--- src/rtl/pup_pkg.sv ---
package pup_pkg;
  localparam int WORD_W   = 32;
  localparam int PARCEL_W = 17;
  localparam int NPAIR    = 3;
  localparam int HI_W     = 8;
  localparam int LO_W     = PARCEL_W - HI_W;
  localparam logic [4:0] PFX_W0 = 5'b11110;
  localparam logic [4:0] PFX_W1 = 5'b11111;
  typedef logic [PARCEL_W-1:0] parcel_t;
endpackage

--- src/rtl/pair_splitter.sv ---
module pair_splitter
  import pup_pkg::*;
(
  input  logic [WORD_W-1:0] w0_i,
  input  logic [WORD_W-1:0] w1_i,
  output parcel_t           parcel_o [NPAIR],
  output logic [NPAIR-1:0]  start_o,
  output logic              ok_o
);
  localparam int P0_LO = HI_W;
  localparam int SB_W0 = WORD_W - 6;
  localparam int SB_W1 = WORD_W - 6;

  always_comb begin
    ok_o        = (w0_i[WORD_W-1 -: 5] == PFX_W0) && (w1_i[WORD_W-1 -: 5] == PFX_W1);
    start_o[0]  = w0_i[SB_W0];
    start_o[1]  = w0_i[SB_W0-1];
    start_o[2]  = w1_i[SB_W1];
    parcel_o[0] = w0_i[P0_LO +: PARCEL_W];
    parcel_o[1] = {w0_i[HI_W-1:0], w1_i[PARCEL_W +: LO_W]};
    parcel_o[2] = w1_i[PARCEL_W-1:0];
  end
endmodule

--- src/rtl/parcel_accum.sv ---
module parcel_accum
  import pup_pkg::*;
#(
  parameter  int MAX_PARCELS = 6,
  localparam int CW = $clog2(MAX_PARCELS + 1),
  localparam int DW = MAX_PARCELS * PARCEL_W
) (
  input  logic          clk_i,
  input  logic          rst_ni,
  input  logic          step_vld_i,
  input  parcel_t       parcel_i,
  input  logic          start_i,
  output logic          step_ack_o,
  input  logic          flush_req_i,
  output logic          out_valid_o,
  input  logic          out_ready_i,
  output logic [CW-1:0] out_cnt_o,
  output logic [DW-1:0] out_data_o,
  output logic          out_trunc_o
);
  logic [CW-1:0] cnt_q;
  logic [DW-1:0] data_q;
  logic          trunc_q;
  logic          out_free, need_emit, flush_fire, emit, is_open, full;
  logic [DW-1:0] first_data, app_data;

  always_comb begin
    is_open    = cnt_q != '0;
    full       = cnt_q >= CW'(MAX_PARCELS);
    out_free   = !out_valid_o || out_ready_i;
    need_emit  = step_vld_i && start_i && is_open;
    step_ack_o = step_vld_i && (!need_emit || out_free);
    flush_fire = flush_req_i && !step_vld_i && is_open && out_free;
    emit       = (step_ack_o && need_emit) || flush_fire;
    first_data = {parcel_i, {(DW-PARCEL_W){1'b0}}};
    app_data   = data_q | (first_data >> (PARCEL_W * int'(cnt_q)));
  end

  always_ff @(posedge clk_i or negedge rst_ni) begin
    if (!rst_ni) begin
      cnt_q   <= '0;
      data_q  <= '0;
      trunc_q <= 1'b0;
    end else if (flush_fire) begin
      cnt_q   <= '0;
      data_q  <= '0;
      trunc_q <= 1'b0;
    end else if (step_ack_o) begin
      if (start_i) begin
        cnt_q   <= CW'(1);
        data_q  <= first_data;
        trunc_q <= 1'b0;
      end else if (is_open) begin
        if (full) trunc_q <= 1'b1;
        else begin
          cnt_q  <= cnt_q + CW'(1);
          data_q <= app_data;
        end
      end
    end
  end

  always_ff @(posedge clk_i or negedge rst_ni) begin
    if (!rst_ni) begin
      out_valid_o <= 1'b0;
      out_cnt_o   <= '0;
      out_data_o  <= '0;
      out_trunc_o <= 1'b0;
    end else if (emit) begin
      out_valid_o <= 1'b1;
      out_cnt_o   <= cnt_q;
      out_data_o  <= data_q;
      out_trunc_o <= trunc_q;
    end else if (out_ready_i) begin
      out_valid_o <= 1'b0;
    end
  end

  AST_OUT_HOLD: assert property (@(posedge clk_i) disable iff (!rst_ni)
    out_valid_o && !out_ready_i |=> out_valid_o && $stable(out_data_o) && $stable(out_cnt_o) && $stable(out_trunc_o));
  AST_CNT_RANGE: assert property (@(posedge clk_i) disable iff (!rst_ni)
    out_valid_o |-> (out_cnt_o != '0) && (out_cnt_o <= CW'(MAX_PARCELS)));
  AST_TRUNC_FULL: assert property (@(posedge clk_i) disable iff (!rst_ni)
    out_valid_o && out_trunc_o |-> out_cnt_o == CW'(MAX_PARCELS));
  AST_ACC_BOUND: assert property (@(posedge clk_i) disable iff (!rst_ni)
    cnt_q <= CW'(MAX_PARCELS));
endmodule

--- src/rtl/parcel_pair_unpacker.sv ---
module parcel_pair_unpacker
  import pup_pkg::*;
#(
  parameter  int MAX_PARCELS = 6,
  localparam int CW = $clog2(MAX_PARCELS + 1),
  localparam int DW = MAX_PARCELS * PARCEL_W
) (
  input  logic              clk_i,
  input  logic              rst_ni,
  input  logic              pair_valid_i,
  output logic              pair_ready_o,
  input  logic [WORD_W-1:0] word0_i,
  input  logic [WORD_W-1:0] word1_i,
  input  logic              flush_i,
  output logic              insn_valid_o,
  input  logic              insn_ready_i,
  output logic [CW-1:0]     insn_count_o,
  output logic [DW-1:0]     insn_payload_o,
  output logic              insn_trunc_o,
  output logic              fmt_err_o
);
  localparam int IW = $clog2(NPAIR);

  parcel_t          sp_parcel [NPAIR];
  logic [NPAIR-1:0] sp_start;
  logic             sp_ok;
  parcel_t          buf_parcel [NPAIR];
  logic [NPAIR-1:0] buf_start;
  logic             buf_valid;
  logic [IW-1:0]    idx_q;
  logic             accept, step_ack;

  pair_splitter u_split (
    .w0_i(word0_i), .w1_i(word1_i),
    .parcel_o(sp_parcel), .start_o(sp_start), .ok_o(sp_ok)
  );

  assign pair_ready_o = !buf_valid;
  assign accept       = pair_valid_i && pair_ready_o;

  always_ff @(posedge clk_i or negedge rst_ni) begin
    if (!rst_ni) begin
      buf_valid <= 1'b0;
      idx_q     <= '0;
      buf_start <= '0;
      fmt_err_o <= 1'b0;
      for (int i = 0; i < NPAIR; i++) buf_parcel[i] <= '0;
    end else if (accept) begin
      if (sp_ok) begin
        buf_valid  <= 1'b1;
        idx_q      <= '0;
        buf_start  <= sp_start;
        buf_parcel <= sp_parcel;
      end else begin
        fmt_err_o <= 1'b1;
      end
    end else if (step_ack) begin
      if (idx_q == IW'(NPAIR-1)) buf_valid <= 1'b0;
      else idx_q <= idx_q + IW'(1);
    end
  end

  parcel_accum #(.MAX_PARCELS(MAX_PARCELS)) u_acc (
    .clk_i, .rst_ni,
    .step_vld_i(buf_valid),
    .parcel_i(buf_parcel[idx_q]),
    .start_i(buf_start[idx_q]),
    .step_ack_o(step_ack),
    .flush_req_i(flush_i && !buf_valid),
    .out_valid_o(insn_valid_o),
    .out_ready_i(insn_ready_i),
    .out_cnt_o(insn_count_o),
    .out_data_o(insn_payload_o),
    .out_trunc_o(insn_trunc_o)
  );

  AST_BAD_DROPPED: assert property (@(posedge clk_i) disable iff (!rst_ni)
    accept && !sp_ok |=> !buf_valid && fmt_err_o);
  AST_ERR_STICKY: assert property (@(posedge clk_i) disable iff (!rst_ni)
    fmt_err_o |=> fmt_err_o);
  AST_GOOD_LOADED: assert property (@(posedge clk_i) disable iff (!rst_ni)
    accept && sp_ok |=> buf_valid && idx_q == '0);
endmodule

--- config.mk ---
export PLATFORM = sky130hd
export DESIGN_NAME = parcel_pair_unpacker
export DESIGN_NICKNAME = d
export VERILOG_FILES = /design/src/rtl/pup_pkg.sv /design/src/rtl/pair_splitter.sv /design/src/rtl/parcel_accum.sv /design/src/rtl/parcel_pair_unpacker.sv
export SDC_FILE = /design/constraint.sdc
export NUM_CORES = 1
export LEC_CHECK = 0
export ABC_AREA = 1
export BUFFER_PORTS_ARGS = -buffer_cell sky130_fd_sc_hd__buf_2
export CAP_MARGIN = 20
export CORE_ASPECT_RATIO = 0.8
export CORE_MARGIN = 8
export CORE_UTILIZATION = 55
export CTS_CLUSTER_DIAMETER = 150
export DETAILED_ROUTE_END_ITERATION = 10
export GPL_TIMING_DRIVEN = 1
export PLACE_DENSITY = 0.78
export SETUP_SLACK_MARGIN = 0.05
export SLEW_MARGIN = 20
export SYNTH_ARGS = -nofsm -noshare
export SYNTH_HDL_FRONTEND = slang
export SYNTH_SLANG_ARGS = --single-unit
--- constraint.sdc ---
create_clock -name clk_i -period 3.4 [get_ports clk_i]
set_input_delay 0.85 -clock clk_i [delete_from_list [all_inputs] [get_ports clk_i]]
set_output_delay 0.85 -clock clk_i [all_outputs]
set_load 0.01 [all_outputs]
# Word level (Yosys, flattened, before mapping)
# Cells that the tools add are included.
[word_totals] wordCells=89 register_bits=271 out_inout_bits=109
[op_classes] reduce_logical=29 mul=1 order_cmp=3 muxes=30 bitwise=3 addsub=2 shifts=1 eq_ne=6
[op_table] operator="102-bit 2-to-1 mux" count=5
[op_table] operator="102-bit bitwise OR" count=1
[op_table] operator="102-bit by 32-bit right shift with 102-bit output" count=1
[op_table] operator="17-bit binary-select mux with 2-bit select" count=1
[op_table] operator="17-bit 2-to-1 mux" count=2
[op_table] operator="3-bit 2-to-1 mux" count=5
[op_table] operator="1-bit 2-to-1 mux" count=12
[op_table] operator="3-bit AND reduction" count=4
[op_table] operator="5-bit equality test (second input constant)" count=2
[op_table] operator="1-bit logical AND" count=10
[op_table] operator="3-bit nonzero test" count=3
[op_table] operator="5-bit by 3-bit multiplier with 8-bit output (first input constant)" count=1
[op_table] operator="2-bit 2-to-1 mux" count=4
[op_table] operator="2-bit nonzero test" count=4
[op_table] operator="3-bit greater-or-equal comparator (second input constant)" count=2
[op_table] operator="2-bit != test (second input constant)" count=2
[op_table] operator="2-bit AND reduction" count=2
[op_table] operator="3-bit by 1-bit adder with 3-bit output (second input constant)" count=1
[op_table] operator="1-bit zero test" count=3
[op_table] operator="1-bit logical OR" count=3
[op_table] operator="2-bit by 3-bit < comparator with 1-bit output (second input constant)" count=1
[op_table] operator="3-bit by 1-bit != test with 1-bit output (second input constant)" count=1
[op_table] operator="2-bit inverter with 3-bit output" count=1
[op_table] operator="2-bit by 1-bit adder with 2-bit output (second input constant)" count=1
[op_table] operator="other kinds (3)" count=3

# Depth between registers and ports, before layout
[logic_depth] depth_word=11 mapped_depth=18 ltp_nobuf=13

# By module
# From an unflattened synthesis, not the netlist that was laid out.
[hier_totals] hier_cells=1559 area_unflattened_um2=12772.2
[modules_own_cells] mod="parcel_accum" n_inst=1 area_each_um2=9460.3 cells_per_inst=1135
[modules_own_cells] mod="parcel_pair_unpacker" n_inst=1 area_each_um2=2871.5 cells_per_inst=362
[modules_own_cells] mod="pair_splitter" n_inst=1 area_each_um2=440.4 cells_per_inst=62

# Least setup slack after synthesis
# OpenSTA, ideal clock, no wires.
[synth_timing] kind="flip-flop to flip-flop" startpoint="reg u_acc.cnt_q[1]" endpoint="reg u_acc.data_q[57]" period_less_slack_ns=2.640 path_stages_with_launch=18 arrival_time_ns=2.522 slack_ns=0.760 path_cell_list="dfrtp_1 -> clkbuf_1 -> inv_1 -> buf_2 -> buf_2 -> buf_1 -> ha_1 -> nand2_2 -> inv_2 -> nor2_1 -> nand3_2 -> nand2_1 -> nand2_2 -> nand2_1 -> nor2_4 -> buf_4 -> buf_4 -> nor2_1"
[synth_between] elab_chain_cells=8
[synth_lines] element="start: declaration" line_no="parcel_accum.sv:21" text="logic [CW-1:0] cnt_q;"
[synth_lines] element="start signal: assignment" line_no="parcel_accum.sv:56" text="cnt_q <= cnt_q + CW'(1);"
[synth_lines] element="5-bit by 3-bit multiplier with 8-bit output" line_no="parcel_accum.sv:36" text="app_data = data_q | (first_data >> (PARCEL_W * int'(cnt_q)));"
[synth_lines] element="102-bit by 32-bit right shift with 102-bit output" line_no="parcel_accum.sv:36"
[synth_lines] element="102-bit bitwise OR" line_no="parcel_accum.sv:36"
[synth_lines] element="102-bit 2-to-1 mux" line_no="parcel_accum.sv:54" text="if (full) trunc_q <= 1'b1;"
[synth_lines] element="102-bit 2-to-1 mux" line_no="parcel_accum.sv:53" text="end else if (is_open) begin"
[synth_lines] element="102-bit 2-to-1 mux" line_no="parcel_accum.sv:49" text="if (start_i) begin"
[synth_lines] element="102-bit 2-to-1 mux" line_no="parcel_accum.sv:48" text="end else if (step_ack_o) begin"
[synth_lines] element="102-bit 2-to-1 mux" line_no="parcel_accum.sv:44" text="end else if (flush_fire) begin"
[synth_lines] element="end signal: assignment" line_no="parcel_accum.sv:51" text="data_q <= first_data;"
[synth_lines] element="end signal: assignment" line_no="parcel_accum.sv:57" text="data_q <= app_data;"
[synth_lines] element="end: declaration" line_no="parcel_accum.sv:22" text="logic [DW-1:0] data_q;"
# Parallel ways exist; a longest one is shown, timed or not. The select of a mux whose other input is x is not followed.
# A chain may end at the register's enable or synchronous reset.

# Worst setup path in the final report
[layout_timing] startpoint="reg idx_q[0]" endpoint="reg u_acc.data_q[7]"
[layout_between] elab_chain_cells=11
[layout_lines] element="start: declaration" line_no="parcel_pair_unpacker.sv:30" text="logic [IW-1:0] idx_q;"
[layout_lines] element="start signal: assignment" line_no="parcel_pair_unpacker.sv:59" text="else idx_q <= idx_q + IW'(1);"
[layout_lines] element="2-bit inverter with 3-bit output (not written as such)" line_no="parcel_pair_unpacker.sv:66" text=".parcel_i(buf_parcel[idx_q]),"
[layout_lines] element="17-bit binary-select mux with 2-bit select" line_no="parcel_pair_unpacker.sv:66"
[layout_lines] element="17-bit 2-to-1 mux (not written as such) (2 in series)" line_no="parcel_pair_unpacker.sv:66"
[layout_lines] element="102-bit by 32-bit right shift with 102-bit output" line_no="parcel_accum.sv:36"
[layout_lines] element="102-bit bitwise OR" line_no="parcel_accum.sv:36"
[layout_lines] element="102-bit 2-to-1 mux" line_no="parcel_accum.sv:54"
[layout_lines] element="102-bit 2-to-1 mux" line_no="parcel_accum.sv:53"
[layout_lines] element="102-bit 2-to-1 mux" line_no="parcel_accum.sv:49"
[layout_lines] element="102-bit 2-to-1 mux" line_no="parcel_accum.sv:48"
[layout_lines] element="102-bit 2-to-1 mux" line_no="parcel_accum.sv:44"
# Parallel ways exist; a longest one is shown, timed or not. The select of a mux whose other input is x is not followed.

==> qor.txt <==
Top-count cell post-synth: nand2_1
Number of synthesized register bits: 271
Reg2Reg Setup Slack: 0.59 ns
Design area: 0.0140 sq mm
Chip height: 149 um
# rows: 48
Setup tns final: 0 ns
Sw Share: 42.1%
Sequential share of the synthesized area: 56.0%
DR pass1 iterations: 5
P_sw: 5420 uW
Fin Hold WS: 0.297 ns
Clk buf depth: 3
Layout cells sized above 1: 20.4%
Clk pwr share: 22.0%
Post-place instance area: 0.0132 sq mm
Antenna diode count: 0
I/O pin count: 178
Final core utilization: 64.9%
Worst Tran Pin Value: 0.819 ns
Post-CTS Resized: 0
CP Capture Type: register
CP Max Fanout: 34
Fin cells: 1821
Commonest cells in the synthesized netlist: 395 x nand2_1, 271 x dfrtp_1, 187 x nand3_1
Core area: 0.0216 sq mm
Status: complete, no violations
Worst vdd ir: 401 uV
Initial antenna violation count: 0
Syn Inst Count: 1381
Num CTS Buffers: 27
Async set or reset register ratio after synthesis: 100%
Crit share post-route: 82.7%
Critical path required time: 3.85 ns
Overflow after GRT: 0
Syn-to-layout area delta: 15.6%
Total Routing Usage GR: 23.8%
Post-synth top area share: 56.0%
Post-route DRC: 0
# hold bufs at CTS: 0
Leak pwr: 0.00750 uW
P_int: 7440 uW
Combinational share of power: 40.7%
Initial core utilization: 56.1%
Port Buffers: 177
TritonCTS clock tree: done
Startpoint types: register
Postcts setup bufs: 0
Reg clk slew, reported paths: 0.06 ns
Vias per inst: 5.49
Post-layout nets: 1601
Synth warnings: 0
Fin. max-slew vios: 0
Min Tclk post-route: 2.81 ns
Post-route ant nets: 0
Cells after DPL: 1775
Post-Route WL: 32.1 mm
H-tree Lvls: 1
Syn_nets: 1453
Slew HR: 45.2%
MaxCap Viol Count: 0
Final setup viols: 0
Starting DRT DRC Count: 954
Number of flops mapped to enable cells by yosys: 0
Crit-path cells: inv_2 > nand2_1 > o21ai_4 > nor2_2 > a21oi_2 > nand2_4 > nor2_8 > nand3_1 > a21oi_1
Routability cong.: 0.939
Largest net degree at the start of global routing: 105
Synth area leaders: dfrtp_1 56%, nand2_1 12%, nand3_1 7.7%
Seq pwr share: 37.2%
Synth unique cells: 33
RSZ-0062 raised after global routing: no
Hold Path Class: in2async
Pwr dens: 919 mW/mm^2
Global-route wire length before repair: 52.4 mm
Mapped cell area: 0.0121 sq mm
DIE AREA: 0.0270 sq mm
Crit Path Category: reg2reg
Clock root cell: clkbuf_16
Die Span X: 182 um
Detail Placement HPWL: 22.7 mm
Fmax achieved: 356 MHz
Routed via count: 9991
Worst EP arrival: 3.26 ns
Endpoints failing hold: 0
Top_reg_cell synth: dfrtp_1
Sink Count: 271
DR WL/cell: 17.6 um
Synthesized area per cell: 8.77 sq um
Clk_lat worst skew: 0.53 ns
Vias in the first global route: 9690
Worst stage delay on the critical path: 0.45 ns
Post-synth top area cell: dfrtp_1
Skew final: 0.0122 ns
Slowest CP cell: o21ai_4
-- per-layer routing --
layer	share of wire (%)	GRT usage (%)	routed length [um]	vias up
met4	2.2	6.14	718	0
li1	-	-	-	4742
met2	44	36.1	14200	383
met3	8.4	5.02	2690	56
met1	45	34.5	14500	4810
met5	0	0	0	-
-- placed cells by master, fill, tap and decap left out, drive strengths merged --
master	Yosys	routed
clkinvlp	0	1
dfrtp	271	271
nor2	53	53
and2	1	1
inv	138	140
nand3b	1	1
buf	56	199
nor4	1	1
clkinv	0	2
a21oi	86	86
nand2	399	399
o211ai	2	2
nand4	13	13
nor3	2	2
clkbuf	24	40
mux2	54	54
o21ai	85	85
nand3	190	190
bufinv	0	1
o31ai	1	1
ha	3	3
o21bai	1	1
-- critical path, delay by kind of cell (launching register included) --
| family | cells | cell delay [ns] |
|---|---|---|
| simple gates | 5 | 1.18 |
| compound gates | 3 | 0.84 |
| flops | 1 | 0.39 |
| buf+inv | 1 | 0.30 |
-- cell type report --
class	instances	area, sq um
fill	1776	7570
timing repair buffer	199	1120
multi-input combinational	892	4390
clock inverter	6	67.6
inverter	138	520
sequential	271	6780
tap	275	344
clock buffer	40	764
-- kinds of logic (layout without fill, tap and decap cells) --
family | count (synthesis) | count (layout) | synth area share [%]
simple gates | 660 | 660 | 23.5
flops | 271 | 271 | 56.0
buf+inv | 218 | 383 | 7.73
compound gates | 175 | 175 | 7.44
mux | 54 | 54 | 5.02
fa+ha+maj | 3 | 3 | 0.310
-- power by group through the flow --
stage                     logic (uW)  registers, uW  clock network (uW)
after detailed placement        5160           4820                   0
final                           5230           4790                2830
after global routing            5830           4890                3010
after floorplan                 3160           4980                   0
after CTS                       5210           4780                2870
after global placement          5050           4790                   0
-- per-stage QoR --
stage	setup slack (ns)	total power [uW]
CTS	0.688	12900
global route	0.409	13700
detailed placement	0.687	9990
floorplan	0.760	8130
global placement	0.734	9840
finish	0.588	12900
-- state kept, by name, indices dropped and copies added (netlist names), 2 cells and up --
register	cells
u_acc.out_data_o	102
idx_q	2
u_acc.out_cnt_o	3
u_acc.cnt_q	3
u_acc.data_q	102
buf_start	3
buf_parcel	51
-- path summary, 6_finish.rpt --
check / start / endpoint / cells past startpoint
max in group asynchronous: rst_ni / u_acc.out_data_o[30] / 2
worst max register to register: idx_q[0] / u_acc.data_q[7] / 9
worst min register to register: u_acc.out_data_o[92] / u_acc.out_data_o[92] / 2
worst min-delay path: rst_ni / buf_parcel[26] / 1
min in group clk_i: u_acc.out_data_o[92] / u_acc.out_data_o[92] / 2
worst max-delay path: idx_q[0] / u_acc.data_q[7] / 9
(Power assumes the default switching activity.)
